## src/rtl/obx_pkg.sv

```systemverilog
package obx_pkg;

  typedef enum logic [2:0] {
    BRD_PLAIN  = 3'd0,
    BRD_RAMOFF = 3'd1,
    BRD_OUTER  = 3'd2,
    BRD_RAMHI  = 3'd3,
    BRD_FULL   = 3'd4
  } board_e;

  // Does this board route the top spare bit to the PRG ROM outer bank line?
  function automatic logic board_has_outer(board_e b);
    return (b == BRD_FULL) || (b == BRD_OUTER);
  endfunction

  // Is RAM page bit k wired on this board (top = index of the highest page bit)?
  function automatic logic board_has_page_bit(board_e b, int k, int top);
    return (b == BRD_FULL) || ((b == BRD_RAMHI) && (k == top));
  endfunction

  // RAM is reachable when the PRG-register disable is clear and,
  // on the RAM-off board, the spare top bit is clear too.
  function automatic logic ram_allowed(board_e b, logic spare_hi, logic prg_off);
    return !prg_off && !((b == BRD_RAMOFF) && spare_hi);
  endfunction

endpackage

```

## src/rtl/obx_a12_track.sv

```systemverilog
module obx_a12_track (
  input  logic clk,
  input  logic rst_n,
  input  logic addr_stb,
  input  logic a12_in,
  output logic a12_q
);

  always_ff @(posedge clk) begin
    if (!rst_n)        a12_q <= 1'b0;
    else if (addr_stb) a12_q <= a12_in;
  end

  AST_A12_CAPTURE: assert property (@(posedge clk) disable iff (!rst_n)
    addr_stb |=> (a12_q == $past(a12_in)));
  AST_A12_HOLD: assert property (@(posedge clk) disable iff (!rst_n)
    !addr_stb |=> $stable(a12_q));

endmodule

```

## src/rtl/obx_reg_pick.sv

```systemverilog
module obx_reg_pick #(
  parameter int CHR_W = 5
) (
  input  logic             clk,
  input  logic             rst_n,
  input  logic             mode_4k,
  input  logic             a12_q,
  input  logic [CHR_W-1:0] bank0,
  input  logic [CHR_W-1:0] bank1,
  output logic [CHR_W-1:0] active,
  output logic             use_upper
);

  assign use_upper = mode_4k && a12_q;

  for (genvar i = 0; i < CHR_W; i++) begin : g_bit
    assign active[i] = use_upper ? bank1[i] : bank0[i];
  end

  AST_8K_FIRST_REG: assert property (@(posedge clk) disable iff (!rst_n)
    !mode_4k |-> (active == bank0));

endmodule

```

## src/rtl/obx_field_decode.sv

```systemverilog
module obx_field_decode
  import obx_pkg::*;
#(
  parameter int RAM_W = 2
) (
  input  logic             clk,
  input  logic             rst_n,
  input  logic [2:0]       board_code,
  input  logic             spare_hi,
  input  logic [RAM_W-1:0] spare_page,
  input  logic             prg_off,
  output logic             outer_bit,
  output logic [RAM_W-1:0] page,
  output logic             ram_ok
);

  localparam int PAGE_TOP = RAM_W - 1;

  board_e brd;
  assign brd = board_e'(board_code);

  assign outer_bit = board_has_outer(brd) && spare_hi;
  assign ram_ok    = ram_allowed(brd, spare_hi, prg_off);

  for (genvar k = 0; k < RAM_W; k++) begin : g_page
    assign page[k] = board_has_page_bit(brd, k, PAGE_TOP) && spare_page[k];
  end

  AST_PLAIN_NO_OUTER: assert property (@(posedge clk) disable iff (!rst_n)
    (board_code == 3'd0) |-> (!outer_bit && page == '0));
  AST_RAMHI_LOW_ZERO: assert property (@(posedge clk) disable iff (!rst_n)
    (board_code == 3'd3) |-> (!page[0] && !outer_bit));
  AST_OUTER_NO_PAGE: assert property (@(posedge clk) disable iff (!rst_n)
    (board_code == 3'd2) |-> (page == '0));

endmodule

```

## src/rtl/outer_bank_ext.sv

```systemverilog
module outer_bank_ext #(
  parameter int CHR_W   = 5,
  parameter int INNER_W = 4,
  parameter int RAM_W   = 2
) (
  input  logic               clk,
  input  logic               rst_n,
  input  logic [CHR_W-1:0]   chr_bank0,
  input  logic [CHR_W-1:0]   chr_bank1,
  input  logic               chr_4k_mode,
  input  logic               ppu_a12,
  input  logic               ppu_addr_stb,
  input  logic               prg_ram_off,
  input  logic [2:0]         board_sel,
  input  logic [INNER_W-1:0] prg_inner_bank,
  input  logic               cpu_ram_sel,
  input  logic               cpu_read,
  output logic [INNER_W:0]   prg_rom_bank,
  output logic [RAM_W-1:0]   ram_bank,
  output logic               ram_ce,
  output logic               ram_dout_oe,
  output logic               chr_half
);

  localparam int HI_POS  = CHR_W - 1;
  localparam int PAGE_LO = HI_POS - RAM_W;

  logic             a12_q;
  logic [CHR_W-1:0] active;
  logic             use_upper;
  logic             outer_bit;
  logic             ram_ok;
  logic             unused_mid;

  obx_a12_track u_track (
    .clk      (clk),
    .rst_n    (rst_n),
    .addr_stb (ppu_addr_stb),
    .a12_in   (ppu_a12),
    .a12_q    (a12_q)
  );

  obx_reg_pick #(.CHR_W(CHR_W)) u_pick (
    .clk       (clk),
    .rst_n     (rst_n),
    .mode_4k   (chr_4k_mode),
    .a12_q     (a12_q),
    .bank0     (chr_bank0),
    .bank1     (chr_bank1),
    .active    (active),
    .use_upper (use_upper)
  );

  obx_field_decode #(.RAM_W(RAM_W)) u_dec (
    .clk        (clk),
    .rst_n      (rst_n),
    .board_code (board_sel),
    .spare_hi   (active[HI_POS]),
    .spare_page (active[PAGE_LO +: RAM_W]),
    .prg_off    (prg_ram_off),
    .outer_bit  (outer_bit),
    .page       (ram_bank),
    .ram_ok     (ram_ok)
  );

  assign unused_mid = ^{active[PAGE_LO-1:1], use_upper};

  assign prg_rom_bank = {outer_bit, prg_inner_bank};
  assign chr_half     = chr_4k_mode ? active[0] : a12_q;
  assign ram_ce       = ram_ok && cpu_ram_sel;
  assign ram_dout_oe  = ram_ce && cpu_read;

  AST_FLOAT_WHEN_OFF: assert property (@(posedge clk) disable iff (!rst_n)
    prg_ram_off |-> (!ram_dout_oe && !ram_ce));
  AST_RAMOFF_BIT_FLOATS: assert property (@(posedge clk) disable iff (!rst_n)
    (board_sel == 3'd1 && active[HI_POS]) |-> !ram_dout_oe);
  AST_INNER_PASS: assert property (@(posedge clk) disable iff (!rst_n)
    prg_rom_bank[INNER_W-1:0] == prg_inner_bank);

endmodule

```

## config.mk

```make
export PLATFORM = sky130hd
export DESIGN_NAME = outer_bank_ext
export DESIGN_NICKNAME = d
export VERILOG_FILES = /design/src/rtl/obx_pkg.sv /design/src/rtl/obx_a12_track.sv /design/src/rtl/obx_reg_pick.sv /design/src/rtl/obx_field_decode.sv /design/src/rtl/outer_bank_ext.sv
export SDC_FILE = /design/constraint.sdc
export NUM_CORES = 1
export LEC_CHECK = 0
export BUFFER_PORTS_ARGS = -buffer_cell sky130_fd_sc_hd__buf_4
export CAP_MARGIN = 30
export CORE_AREA = 2 2 39 41
export DETAILED_ROUTE_END_ITERATION = 10
export DIE_AREA = 0 0 41 43
export PLACE_DENSITY = 0.55
export SETUP_SLACK_MARGIN = 0.02
export SYNTH_ARGS = -nofsm -noshare
export SYNTH_HDL_FRONTEND = slang
export SYNTH_SLANG_ARGS = --single-unit
```

## constraint.sdc

```tcl
create_clock -name clk -period 1.3 [get_ports clk]
set_clock_uncertainty 0.05 [all_clocks]
set_input_delay 0.26 -clock clk [delete_from_list [all_inputs] [get_ports clk]]
set_output_delay 0.26 -clock clk [all_outputs]
set_load 0.005 [all_outputs]
```

; ---- Yosys cells after proc, flatten, opt, wreduce, memory -nomap -nowiden
; Cells that the tools add are included.
[op_classes]
n_eq_ne = 4
mux = 5
reduce_logical = 12
[op_table]
columns = cell, n
row1 = $logic_and A1 B1 Y1, 8
row2 = $eq A3 B2 Y1 const B, 2
row3 = $mux W1, 5
row4 = $eq A3 B1 Y1 const B, 1
row5 = $eq A3 B3 Y1 const B, 1
row6 = $logic_not A1 Y1, 2
row7 = $logic_or A1 B1 Y1, 2
[totals]
register_bits = 1
input_bits = 25
output_inout_bits = 10
elab_cells = 22

; ---- Logic depth before layout (Yosys ltp)
[depth]
word_depth = 7
mapped_depth = 4
depth_no_buf = 3

; ---- Hierarchy
; A second synthesis with hierarchy kept.
[hier_totals]
hier_cells = 26
area_unflattened_um2 = 265.3
[modules_own_cells]
columns = mod, instances, cells_per_inst, area_each_um2, seq_area_each_um2
row1 = obx_reg_pick, 1, 7, 90.1, 0.0
row2 = obx_field_decode, 1, 8, 73.8, 0.0
row3 = outer_bank_ext, 1, 8, 65.1, 0.0
row4 = obx_a12_track, 1, 3, 36.3, 20.0

; ---- Worst setup path before layout
; No wires, ideal clock.
[synth_timing]
kind = reg-to-output
start = register u_track.a12_q
end = output port ram_dout_oe
t_arrival_ns = 0.939
t_required_ns = 0.990
setup_slack_ns = 0.051
path_stages_with_launch = 4
path_buffers = 0
cell_sequence = dfxtp_1 nand2_2 mux2i_1 o311a_1
[synth_via]
elab_chain_cells = 7
[synth_rtl]
columns = item, line_no
row1 = from (decl), obx_a12_track.sv:6  ; output logic a12_q
row2 = from (signal assigned), obx_a12_track.sv:11  ; else if (addr_stb) a12_q <= a12_in;
row3 = $logic_and A1 B1 Y1, obx_reg_pick.sv:14  ; assign use_upper = mode_4k && a12_q;
row4 = $mux W1, obx_reg_pick.sv:17  ; assign active[i] = use_upper ? bank1[i] : bank0[i];
row5 = $logic_and A1 B1 Y1, obx_pkg.sv:24  ; return !prg_off && !((b == BRD_RAMOFF) && spare_hi);
row6 = $logic_not A1 Y1, obx_pkg.sv:24
row7 = $logic_and A1 B1 Y1, obx_pkg.sv:24
row8 = $logic_and A1 B1 Y1, outer_bank_ext.sv:70  ; assign ram_ce = ram_ok && cpu_ram_sel;
row9 = $logic_and A1 B1 Y1, outer_bank_ext.sv:71  ; assign ram_dout_oe = ram_ce && cpu_read;
row10 = to (decl), outer_bank_ext.sv:21  ; output logic ram_dout_oe,
; No other way between the ends.

; ---- Worst setup path in the final report
[layout_timing]
start = input port board_sel[2]
end = output port ram_dout_oe
[layout_via]
elab_chain_cells = 6
[layout_rtl]
columns = item, line_no
row1 = from (decl), outer_bank_ext.sv:14  ; input logic [2:0] board_sel,
row2 = $eq A3 B1 Y1, obx_pkg.sv:24
row3 = $logic_and A1 B1 Y1, obx_pkg.sv:24
row4 = $logic_not A1 Y1, obx_pkg.sv:24
row5 = $logic_and A1 B1 Y1, obx_pkg.sv:24
row6 = $logic_and A1 B1 Y1, outer_bank_ext.sv:70
row7 = $logic_and A1 B1 Y1, outer_bank_ext.sv:71
; No other way between the ends.

==> impl_metrics.csv <==
group,metric,value,unit
run_status,status,"completed",
detailed_routing,finalWirelength,515,um
synth,synth_area,195,sq um
placement,dp_hpwl,462,um
timing,final_hold_viol_count,0,
timing,fin_hold_ws,0.422,ns
clock_tree,clk_latency,0,ns
die,fp-row-count,14,
layout,largest_reg_flops,1,
job,maxCapViolCount,0,
worst_setup_path,cp_data_arrival_time,0.99,ns
die,die_y,43,um
detailed_routing,first_pass_iters,2,
layout,drive_gt1_share,63.3,%
worst_setup_path,r2r-start,"u_track.a12_q$_SDFFE_PN0P_",
timing,period_share,100,%
synth,seq_area_frac_synth,10.3,%
die,dieWidth,41,um
detailed_routing,drc,0,
global_routing,grtUsageTotal,5.20,%
layout,finalNetCount,76,
die,io_pins,35,
timing,max-slew-margin-rel,89.4,%
synth,yosys_warnings,0,
layout,area_delta_synth_final,110,%
synth,synth_top_area_share,19.2,%
worst_setup_path,required,0.99,ns
clock_tree,cts_hold_buf,0,
layout,layout_commonest_cell,"buf_4",
detailed_routing,ant_nets,0,
min_path,hold-path-endpoint,"u_track.a12_q$_SDFFE_PN0P_",
worst_setup_path,path_class,"in2out",
layout,fin_area,410,sq um
synth,synth.area.top_cells,"buf_4 19%, mux2i_1 15%, dfxtp_1 10%, a21oi_1 7.7%, nor2b_1 6.4%",
layout,regMostFlops,"u_track.a12_q",
detailed_routing,post_drt_wl_per_cell,7.92,um
timing,rsz0062_at_grt,"yes",
timing,timing.final.crit_period,1.30,ns
worst_setup_path,end_kind,"output port",
worst_setup_path,rr_endpoint,"u_track.a12_q$_SDFFE_PN0P_",
die,initial_core_util,14.1,%
clock_tree,cts_setup_buffers,0,
layout,diodes,0,
worst_setup_path,r2r_slack,0.49,ns
die,die_area,1760,sq um
global_routing,antenna_found_initial,0,
pwr,leakage,0.209,nW
timing,fmax,769,MHz
detailed_routing,vias,263,
synth,syn_inst,27,
die,coreArea,1380,sq um
worst_setup_path,startpoint_type,"input port",
placement,place_area,380,sq um
pwr,peakVddDrop,80.6,uV
timing,slew_violations,0,
synth,yosys.area.top_type,"buf_4",
layout,fill_cells,154,
synth,yosysUniqueCellTypes,17,
pwr,power-per-cell-area,351,nW/um^2
layout,top_regs,"u_track.a12_q (1)",
worst_setup_path,rr_worst_depth,3,
timing,setup_violations,0,
clock_tree,path_clk_slew,0,ns
min_path,hold_path.class,"in2reg",
pwr,p_total,0.144,mW
worst_setup_path,critPathMaxFanout,4,
layout,multiInputGateArea,151,sq um
min_path,holdCritStartpoint,"rst_n",
placement,io_buffers,24,
global_routing,first_global_vias,211,
global_routing,overflow,0,
synth,syn_area_per_cell,7.23,sq um
timing,tightestPinTransition,0.156,ns
min_path,hold_depth,2,
placement,gp_congestion,0.632,
layout,register_area,21.3,sq um
synth,syn_nets,52,
detailed_routing,drtIter0Drc,2,
layout,final_cell_mix,"25 x buf_4, 3 x a21oi_1, 2 x nor2b_1, 2 x nand2_1, 2 x mux2i_1",
synth,synth-seq-cells,1,
global_routing,grt_pass1_wl,710,um
global_routing,grt_max_degree,6,
detailed_routing,via_per_inst,4.05,
==> worst max-delay path, stage by stage <==
cell and delay [ns]:
buf_4 0.12, nand2b_1 0.15, o311a_1 0.32, buf_4 0.13
==> kinds of logic (layout without fill, tap and decap cells) <==
kind of cell	after synthesis	count (layout)	synth area share, %
simple gates	10	10	27.6
compound gates	6	6	21.2
buf+inv	6	28	21.2
mux	3	3	15.4
xor+xnor	1	1	4.49
flops	1	1	10.3
==> worst max-delay path by stage <==
stage / slack, ns / startpoint / cells past startpoint / endpoint
detailed placement: -0.04 / chr_4k_mode / 5 / ram_dout_oe
global route: -0.03 / u_track.a12_q$_SDFFE_PN0P_ / 4 / ram_dout_oe
global placement: -0.05 / chr_4k_mode / 5 / ram_dout_oe
CTS: -0.004 / chr_4k_mode / 5 / ram_dout_oe
finish: 0.0002 / board_sel[2] / 4 / ram_dout_oe
floorplan: 0.05 / u_track.a12_q$_SDFFE_PN0P_ / 3 / ram_dout_oe
==> Yosys cell counts <==
master,number
nor3_1,1
nand3_1,1
xnor2_1,1
nand3b_1,1
nand2b_1,1
o31a_2,1
a31oi_1,1
nor2b_1,2
dfxtp_1,1
mux2i_1,3
o311a_1,1
buf_4,5
nand2_1,2
a21oi_1,3
inv_1,1
nor2_1,1
nand2_2,1
==> report_power, final <==
group          switching, mW  internal (mW)
Combinational         0.0351         0.0736
Clock                      0              0
Sequential           0.00188         0.0336
==> routing by layer <==
metal	GRT usage [%]	up-vias	part of all wire, %	routed length (um)
li1	-	135	-	-
met1	6.35	113	39	203
met2	10.0	15	50	256
met3	0	0	11	55
met4	0	0	0	0
met5	0	-	0	0
==> through the flow <==
stage	setup TNS, ns	util (%)	setup WS [ns]	std cells
after floorplan	0	-	0.0511	27
after global placement	-0.0940	27.5	-0.0528	65
after detailed placement	-0.0814	27.5	-0.0416	65
after CTS	-0.00655	28.2	-0.00376	65
after global routing	-0.0610	29.7	-0.0325	65
final	0	29.7	0.000243	65
==> area by class of cell <==
class / count / area share (%)
Tap cell: 16 / 4.88
Sequential cell: 1 / 5.18
Multi-Input combinational cell: 20 / 36.9
Inverter: 1 / 0.915
Timing Repair Buffer: 27 / 52.1
==> repair_timing <==
| item | 4_1_cts | 5_1_grt |
|---|---|---|
| pin swaps | 2 | 0 |
| gates cloned | 0 | 0 |
| setup endpoints to repair | 3 | 4 |
| gates resized for setup | 3 | 4 |
No activity file was read; power rests on OpenSTA's default activity.
